==> src/rtl/gpio_mp_pkg.sv <==
package gpio_mp_pkg;

    localparam int ADDR_W = 8;
    localparam int DATA_W = 32;

    // Offsets that the checker and the bench refer to
    localparam logic [ADDR_W-1:0] OFS_P3_IN   = 8'h00;
    localparam logic [ADDR_W-1:0] OFS_P3_OSET = 8'h04;
    localparam logic [ADDR_W-1:0] OFS_P2_DSET = 8'h10;
    localparam logic [ADDR_W-1:0] OFS_P0_IN   = 8'h40;
    localparam logic [ADDR_W-1:0] OFS_P0_OSET = 8'h44;
    localparam logic [ADDR_W-1:0] OFS_P0_OCLR = 8'h48;
    localparam logic [ADDR_W-1:0] OFS_P0_DSET = 8'h50;
    localparam logic [ADDR_W-1:0] OFS_P0_DCLR = 8'h54;

    typedef enum logic [4:0] {
        RG_NONE,
        RG_P3_IN, RG_P3_OSET, RG_P3_OCLR, RG_P3_OST,
        RG_P2_DSET, RG_P2_DCLR, RG_P2_DST, RG_P2_IN,
        RG_P2_OSET, RG_P2_OCLR, RG_P2_MSET, RG_P2_MCLR, RG_P2_MST,
        RG_P0_IN, RG_P0_OSET, RG_P0_OCLR, RG_P0_OST,
        RG_P0_DSET, RG_P0_DCLR, RG_P0_DST,
        RG_P1_IN, RG_P1_OSET, RG_P1_OCLR, RG_P1_OST,
        RG_P1_DSET, RG_P1_DCLR, RG_P1_DST
    } reg_id_e;

    // Ports 0 and 1 share one bank layout; bit 5 of the address picks the bank
    function automatic reg_id_e decode_reg(input logic [ADDR_W-1:0] a);
        reg_id_e r;
        logic    hi;
        r  = RG_NONE;
        hi = a[5];
        if (a[7:6] == 2'b01) begin
            case (a[4:0])
                5'h00: r = hi ? RG_P1_IN   : RG_P0_IN;
                5'h04: r = hi ? RG_P1_OSET : RG_P0_OSET;
                5'h08: r = hi ? RG_P1_OCLR : RG_P0_OCLR;
                5'h0C: r = hi ? RG_P1_OST  : RG_P0_OST;
                5'h10: r = hi ? RG_P1_DSET : RG_P0_DSET;
                5'h14: r = hi ? RG_P1_DCLR : RG_P0_DCLR;
                5'h18: r = hi ? RG_P1_DST  : RG_P0_DST;
                default: r = RG_NONE;
            endcase
        end else if (a[7:6] == 2'b00) begin
            case (a[5:0])
                6'h00: r = RG_P3_IN;
                6'h04: r = RG_P3_OSET;
                6'h08: r = RG_P3_OCLR;
                6'h0C: r = RG_P3_OST;
                6'h10: r = RG_P2_DSET;
                6'h14: r = RG_P2_DCLR;
                6'h18: r = RG_P2_DST;
                6'h1C: r = RG_P2_IN;
                6'h20: r = RG_P2_OSET;
                6'h24: r = RG_P2_OCLR;
                6'h28: r = RG_P2_MSET;
                6'h2C: r = RG_P2_MCLR;
                6'h30: r = RG_P2_MST;
                default: r = RG_NONE;
            endcase
        end
        return r;
    endfunction

endpackage

==> src/rtl/gpio_sync2.sv <==
module gpio_sync2 #(
    parameter int W = 8
) (
    input  logic         clk,
    input  logic         rst_n,
    input  logic [W-1:0] din,
    output logic [W-1:0] dout
);
    typedef struct packed {
        logic [W-1:0] s1;
        logic [W-1:0] s2;
    } sync_t;

    sync_t st_d, st_q;

    always_comb begin
        st_d    = st_q;
        st_d.s1 = din;
        st_d.s2 = st_q.s1;
    end

    always_ff @(posedge clk or negedge rst_n) begin
        if (!rst_n) st_q <= '0;
        else        st_q <= st_d;
    end

    assign dout = st_q.s2;
endmodule

==> src/rtl/gpio_setclr.sv <==
module gpio_setclr #(
    parameter int W = 8
) (
    input  logic         clk,
    input  logic         rst_n,
    input  logic         set_en,
    input  logic         clr_en,
    input  logic [W-1:0] mask,
    output logic [W-1:0] q
);
    typedef struct packed {
        logic [W-1:0] bits;
    } sc_t;

    sc_t st_d, st_q;

    always_comb begin
        st_d = st_q;
        if (set_en) st_d.bits = st_d.bits | mask;
        if (clr_en) st_d.bits = st_d.bits & ~mask;
    end

    always_ff @(posedge clk or negedge rst_n) begin
        if (!rst_n) st_q <= '0;
        else        st_q <= st_d;
    end

    assign q = st_q.bits;
endmodule

==> src/rtl/gpio_multiport.sv <==
module gpio_multiport
    import gpio_mp_pkg::*;
#(
    parameter int P0_W    = 8,
    parameter int P1_W    = 24,
    parameter int P2_W    = 13,
    parameter int P3IO_W  = 6,
    parameter int P3I_W   = 29,
    parameter int P3O_W   = 24,
    parameter int IO_LSB  = 25,
    parameter int IO_IN_LO   = 10,
    parameter int IO_IN_LAST = 24
) (
    input  logic              clk,
    input  logic              rst_n,
    input  logic [ADDR_W-1:0] bus_addr,
    input  logic              bus_we,
    input  logic [DATA_W-1:0] bus_wdata,
    output logic [DATA_W-1:0] bus_rdata,
    input  logic [P0_W-1:0]   p0_in,
    output logic [P0_W-1:0]   p0_out,
    output logic [P0_W-1:0]   p0_oe,
    input  logic [P1_W-1:0]   p1_in,
    output logic [P1_W-1:0]   p1_out,
    output logic [P1_W-1:0]   p1_oe,
    input  logic [P2_W-1:0]   p2_in,
    output logic [P2_W-1:0]   p2_out,
    output logic [P2_W-1:0]   p2_oe,
    output logic [P2_W-1:0]   p2_alt,
    input  logic [P3IO_W-1:0] p3io_in,
    output logic [P3IO_W-1:0] p3io_out,
    output logic [P3IO_W-1:0] p3io_oe,
    input  logic [P3I_W-1:0]  p3i_in,
    output logic [P3O_W-1:0]  p3o_out
);
    // Input-only positions that stay visible in the mixed input word
    function automatic logic [DATA_W-1:0] calc_gpi_mask();
        logic [DATA_W-1:0] m;
        m = '0;
        for (int b = 0; b < DATA_W; b++) begin
            if (b < P3I_W && !(b >= IO_IN_LO && b < IO_IN_LO + P3IO_W - 1) && b != IO_IN_LAST)
                m[b] = 1'b1;
        end
        return m;
    endfunction

    localparam logic [DATA_W-1:0] GPI_MASK = calc_gpi_mask();

    reg_id_e rid;
    logic    wdata_unused;

    assign rid          = decode_reg(bus_addr);
    assign wdata_unused = ^bus_wdata;

    function automatic logic hit(input reg_id_e r, input reg_id_e want, input logic we);
        return we && (r == want);
    endfunction

    // ---------------- input synchronisers ----------------
    logic [P0_W-1:0]   p0_s;
    logic [P1_W-1:0]   p1_s;
    logic [P2_W-1:0]   p2_s;
    logic [P3IO_W-1:0] p3io_s;
    logic [P3I_W-1:0]  p3i_s;

    gpio_sync2 #(.W(P0_W))   u_sy0  (.clk(clk), .rst_n(rst_n), .din(p0_in),   .dout(p0_s));
    gpio_sync2 #(.W(P1_W))   u_sy1  (.clk(clk), .rst_n(rst_n), .din(p1_in),   .dout(p1_s));
    gpio_sync2 #(.W(P2_W))   u_sy2  (.clk(clk), .rst_n(rst_n), .din(p2_in),   .dout(p2_s));
    gpio_sync2 #(.W(P3IO_W)) u_sy3b (.clk(clk), .rst_n(rst_n), .din(p3io_in), .dout(p3io_s));
    gpio_sync2 #(.W(P3I_W))  u_sy3i (.clk(clk), .rst_n(rst_n), .din(p3i_in),  .dout(p3i_s));

    // ---------------- plain ports 0 and 1 ----------------
    gpio_setclr #(.W(P0_W)) u_p0_lvl (
        .clk(clk), .rst_n(rst_n),
        .set_en(hit(rid, RG_P0_OSET, bus_we)), .clr_en(hit(rid, RG_P0_OCLR, bus_we)),
        .mask(bus_wdata[P0_W-1:0]), .q(p0_out));
    gpio_setclr #(.W(P0_W)) u_p0_dir (
        .clk(clk), .rst_n(rst_n),
        .set_en(hit(rid, RG_P0_DSET, bus_we)), .clr_en(hit(rid, RG_P0_DCLR, bus_we)),
        .mask(bus_wdata[P0_W-1:0]), .q(p0_oe));
    gpio_setclr #(.W(P1_W)) u_p1_lvl (
        .clk(clk), .rst_n(rst_n),
        .set_en(hit(rid, RG_P1_OSET, bus_we)), .clr_en(hit(rid, RG_P1_OCLR, bus_we)),
        .mask(bus_wdata[P1_W-1:0]), .q(p1_out));
    gpio_setclr #(.W(P1_W)) u_p1_dir (
        .clk(clk), .rst_n(rst_n),
        .set_en(hit(rid, RG_P1_DSET, bus_we)), .clr_en(hit(rid, RG_P1_DCLR, bus_we)),
        .mask(bus_wdata[P1_W-1:0]), .q(p1_oe));

    // ---------------- port 2 (also hosts mixed-port directions) ----------------
    gpio_setclr #(.W(P2_W)) u_p2_lvl (
        .clk(clk), .rst_n(rst_n),
        .set_en(hit(rid, RG_P2_OSET, bus_we)), .clr_en(hit(rid, RG_P2_OCLR, bus_we)),
        .mask(bus_wdata[P2_W-1:0]), .q(p2_out));
    gpio_setclr #(.W(P2_W)) u_p2_dir (
        .clk(clk), .rst_n(rst_n),
        .set_en(hit(rid, RG_P2_DSET, bus_we)), .clr_en(hit(rid, RG_P2_DCLR, bus_we)),
        .mask(bus_wdata[P2_W-1:0]), .q(p2_oe));
    gpio_setclr #(.W(P2_W)) u_p2_alt (
        .clk(clk), .rst_n(rst_n),
        .set_en(hit(rid, RG_P2_MSET, bus_we)), .clr_en(hit(rid, RG_P2_MCLR, bus_we)),
        .mask(bus_wdata[P2_W-1:0]), .q(p2_alt));
    gpio_setclr #(.W(P3IO_W)) u_p3io_dir (
        .clk(clk), .rst_n(rst_n),
        .set_en(hit(rid, RG_P2_DSET, bus_we)), .clr_en(hit(rid, RG_P2_DCLR, bus_we)),
        .mask(bus_wdata[IO_LSB +: P3IO_W]), .q(p3io_oe));

    // ---------------- mixed port levels ----------------
    gpio_setclr #(.W(P3O_W)) u_p3o_lvl (
        .clk(clk), .rst_n(rst_n),
        .set_en(hit(rid, RG_P3_OSET, bus_we)), .clr_en(hit(rid, RG_P3_OCLR, bus_we)),
        .mask(bus_wdata[P3O_W-1:0]), .q(p3o_out));
    gpio_setclr #(.W(P3IO_W)) u_p3io_lvl (
        .clk(clk), .rst_n(rst_n),
        .set_en(hit(rid, RG_P3_OSET, bus_we)), .clr_en(hit(rid, RG_P3_OCLR, bus_we)),
        .mask(bus_wdata[IO_LSB +: P3IO_W]), .q(p3io_out));

    // ---------------- mixed input word packing ----------------
    logic [DATA_W-1:0] p3_in_word;

    always_comb begin
        p3_in_word = DATA_W'(p3i_s) & GPI_MASK;
        for (int i = 0; i < P3IO_W - 1; i++) begin
            p3_in_word[IO_IN_LO + i] = p3io_s[i];
        end
        p3_in_word[IO_IN_LAST] = p3io_s[P3IO_W-1];
    end

    // ---------------- read mux ----------------
    always_comb begin
        bus_rdata = '0;
        unique case (rid)
            RG_P3_IN:  bus_rdata = p3_in_word;
            RG_P3_OST: bus_rdata = DATA_W'(p3o_out) | (DATA_W'(p3io_out) << IO_LSB);
            RG_P2_DST: bus_rdata = DATA_W'(p2_oe) | (DATA_W'(p3io_oe) << IO_LSB);
            RG_P2_IN:  bus_rdata = DATA_W'(p2_s);
            RG_P2_MST: bus_rdata = DATA_W'(p2_alt);
            RG_P0_IN:  bus_rdata = DATA_W'(p0_s);
            RG_P0_OST: bus_rdata = DATA_W'(p0_out);
            RG_P0_DST: bus_rdata = DATA_W'(p0_oe);
            RG_P1_IN:  bus_rdata = DATA_W'(p1_s);
            RG_P1_OST: bus_rdata = DATA_W'(p1_out);
            RG_P1_DST: bus_rdata = DATA_W'(p1_oe);
            default:   bus_rdata = '0;
        endcase
    end
endmodule

==> config.mk <==
export PLATFORM = sky130hd
export DESIGN_NAME = gpio_multiport
export DESIGN_NICKNAME = d
export VERILOG_FILES = /design/src/rtl/gpio_mp_pkg.sv /design/src/rtl/gpio_sync2.sv /design/src/rtl/gpio_setclr.sv /design/src/rtl/gpio_multiport.sv
export SDC_FILE = /design/constraint.sdc
export NUM_CORES = 1
export LEC_CHECK = 0
export BUFFER_PORTS_ARGS = -buffer_cell sky130_fd_sc_hd__buf_4
export CORE_MARGIN = 1
export CORE_UTILIZATION = 57
export DETAILED_ROUTE_END_ITERATION = 8
export PLACE_DENSITY_LB_ADDON = 0.12
export SLEW_MARGIN = 5
export SYNTH_ARGS = -nofsm -noshare
export SYNTH_HDL_FRONTEND = slang
export SYNTH_SLANG_ARGS = --single-unit
export TNS_END_PERCENT = 30
==> constraint.sdc <==
create_clock -name clk -period 7.5 [get_ports clk]
set_input_delay 2.25 -clock clk [delete_from_list [all_inputs] [get_ports clk]]
set_output_delay 2.25 -clock clk [all_outputs]
set_load 0.005 [all_outputs]
==> flow_metrics.py <==
metrics = {
    "clock_tree": {
        "post_cts_buffers": 0,
        "ctsHoldBuffers": 0,
        "clkSinkCount": 287,
        "cts_tree": "yes",
        "htreeDepth": 1,
        "clkTransAtPathRegs_ps": 60,
        "clockBufferDepth": 3,
        "ctsRootBufferMaster": "clkbuf_16",
        "cts_resized": 0,
        "insertion_delay_ps": 550,
        "cts_made_buffers": 29,
    },
    "final_layout": {
        "drive_above_1_share_pct": 30.7,
        "area_growth_pct": 29.2,
        "fill_cells": 1331,
        "fin_nets": 1353,
        "final_cell_mix": "buf_4 (304), a21oi_1 (295), dfrtp_1 (287), nand2_1 (72), clkbuf_16 (29)",
        "layout_commonest_cell": "buf_4",
        "multi_input_area_mm2": 0.00363,
        "ff_latch_area_mm2": 0.00718,
        "antennaDiodeCount": 0,
        "final_area_mm2": 0.0145,
    },
    "floorplan": {
        "die_w_um": 142,
        "die-area_mm2": 0.0203,
        "start_util_pct": 59.0,
        "die_h_um": 142,
        "coreArea_mm2": 0.0190,
        "pin_count": 294,
        "row_count": 50,
    },
    "worst_setup_path": {
        "critPathCaptureType": "output pin",
        "crit_type": "in2out",
        "r2r_cells": 2,
        "critPathLaunchType": "input pin",
        "worst_ep_required_time_ps": 5250,
        "crit_arrival_ps": 4710,
        "regToRegSetupSlack_ps": 6670,
        "critPathMaxFanout": 31,
    },
    "pwr": {
        "p_leak_nw": 7.00,
        "power.density_mw_per_mm2": 233,
        "ir_worst_vdd_mv": 0.212,
    },
    "synth": {
        "synth-edff-count": 0,
        "synth_compound_area_share_pct": 21.9,
        "async_flop_share_pct": 100,
        "synth_top_family_by_area": "compound AO/OA/AOI/OAI gates",
        "ys_types": 72,
        "seq_area_frac_synth_pct": 64.0,
        "synthFlopType": "dfrtp_1",
        "syn_nets": 1091,
        "syn_inst": 968,
        "yosysWarnings": 0,
        "synthMuxAreaShare_pct": 0.992,
        "synth.avg_cell_area_um2": 11.6,
        "yosys.area_share.xor_xnor_pct": 0.156,
        "synth-simple-area-share_pct": 9.05,
        "netlist_area_mm2": 0.0112,
        "synth_fa_ha_area_share_pct": 0,
        "synth-seq-cells": 287,
    },
    "sta": {
        "period_share_pct": 92.8,
        "finClkSkew_ps": 6.93,
        "fin_tns_setup_ps": 0,
        "timing.fmax_mhz": 144,
        "slew_headroom_pct": 11.4,
        "setup_viol": 0,
        "rsz0062_at_grt": "no",
        "period_needed_ps": 6960,
        "hold_viol": 0,
        "fin_ws_ps": 540,
        "tightest_slew_ps": 1330,
        "slew_violations": 0,
    },
    "drt": {
        "routed_wl_mm": 35.0,
        "viasPerCell": 6.22,
        "antenna_left": 0,
        "drtIter0Drc": 1029,
        "drt_pre_antenna_iters": 8,
        "wl_per_cell_um": 23.2,
        "vias": 9411,
        "drc": 0,
    },
    "global_route": {
        "grt_max_degree": 139,
        "antenna_found_initial": 0,
        "grt_use_total_pct": 34.9,
        "grt_pass1_wl_mm": 52.6,
        "overflow": 0,
        "grt_pass1_vias": 9307,
    },
    "run_status": {
        "status": "completed",
    },
    "job": {
        "maxCapViolCount": 0,
    },
    "placement": {
        "dp_slack_ps": 592,
        "io_buffers": 284,
        "place_hpwl_mm": 23.1,
        "gp_congestion": 0.920,
        "postPlaceCellArea_mm2": 0.0135,
    },
    "worst_hold_path": {
        "worstHoldStart": "u_sy2.st_d[1]",
        "hp-class": "reg2reg",
        "hold_end": "u_sy2.dout[1]",
        "hold_depth": 0,
    },
}
[cell usage after synthesis (4+ instances only)]
| cell type | instances | area [um^2] |
|---|---|---|
| a221oi_1 | 11 | 96.3 |
| nor3_4 | 4 | 65.1 |
| a21oi_1 | 295 | 1480 |
| clkbuf_1 | 29 | 109 |
| nand4_1 | 9 | 56.3 |
| buf_2 | 26 | 130 |
| a2bb2oi_1 | 8 | 70.1 |
| o2111ai_1 | 4 | 35.0 |
| buf_4 | 17 | 128 |
| a222oi_1 | 11 | 110 |
| nand3_1 | 11 | 55.1 |
| nor3_2 | 4 | 40.0 |
| nand2b_1 | 4 | 25.0 |
| nor4bb_1 | 4 | 40.0 |
| dfrtp_1 | 287 | 7180 |
| nor2b_1 | 6 | 37.5 |
| mux2i_1 | 10 | 100 |
| and2_1 | 5 | 31.3 |
| a22o_1 | 21 | 184 |
| nor3_1 | 6 | 30.0 |
| inv_1 | 9 | 33.8 |
| and3_1 | 4 | 25.0 |
| nor2_1 | 16 | 60.1 |
| nand2_1 | 72 | 270 |
| o21ai_0 | 12 | 60.1 |
| a22oi_1 | 13 | 97.6 |
[worst max-delay path: stages]
cell and delay [ps]:
buf_4 270, nor3b_4 430, and4_1 690, nand2_1 200, a2bb2oi_1 320, a21oi_1 100, o2111ai_1 270, buf_4 170
[through the flow]
| stage | power [W] | hold slack (ps) | cells | utilization [%] |
|---|---|---|---|---|
| final | 0.00338 | 344 | 1512 | 76.3 |
| after global routing | 0.00347 | 350 | 1512 | 76.3 |
| after floorplan | 0.00176 | 331 | 968 | - |
| after global placement | 0.00190 | 331 | 1459 | 71.0 |
| after detailed placement | 0.00190 | 335 | 1459 | 71.0 |
| after CTS | 0.00339 | 345 | 1512 | 76.3 |
[power breakdown]
part           switching [W]  internal [W]
sequential         0.0000319       0.00161
clock               0.000594      0.000904
combinational       0.000138      0.000102
total               0.000764       0.00262
[worst max path at each step]
| stage | endpoint | start | depth (start not counted) | slack [ps] |
|---|---|---|---|---|
| floorplan | bus_rdata[12] | bus_addr[5] | 9 | 1330 |
| global placement | bus_rdata[7] | bus_addr[6] | 9 | 640 |
| detailed placement | bus_rdata[7] | bus_addr[6] | 9 | 590 |
| CTS | bus_rdata[7] | bus_addr[6] | 9 | 600 |
| global route | bus_rdata[7] | bus_addr[6] | 9 | 340 |
| finish | bus_rdata[1] | bus_addr[6] | 8 | 540 |
[cell families (layout without fill, tap and decap cells)]
logic type / after synthesis / in the layout
buffers and inverters: 85 / 369
other: 1 / 1
and+or+nand+nor: 174 / 174
AOI/OAI and AO/OA: 408 / 408
xor gates and xnor gates: 2 / 2
muxes: 11 / 11
DFF: 287 / 287
[routing by layer]
layer	up-vias	wire length, um	share of wire (%)	global-route usage, %
li1	4065	-	-	-
met2	638	16700	48	55.3
met1	4588	13200	38	45.6
met5	-	0	0	0
met3	120	3620	10	8.04
met4	0	1520	4.3	17.0
[final cells by class]
type	count	area share, %
sequential	287	49.5
multi-input combinational	596	25.1
timing repair buffer	306	16.0
clock buffer	41	5.66
tap	260	2.24
clock inverter	12	1.28
inverter	10	0.259
Power figures use the tool's default switching activity.
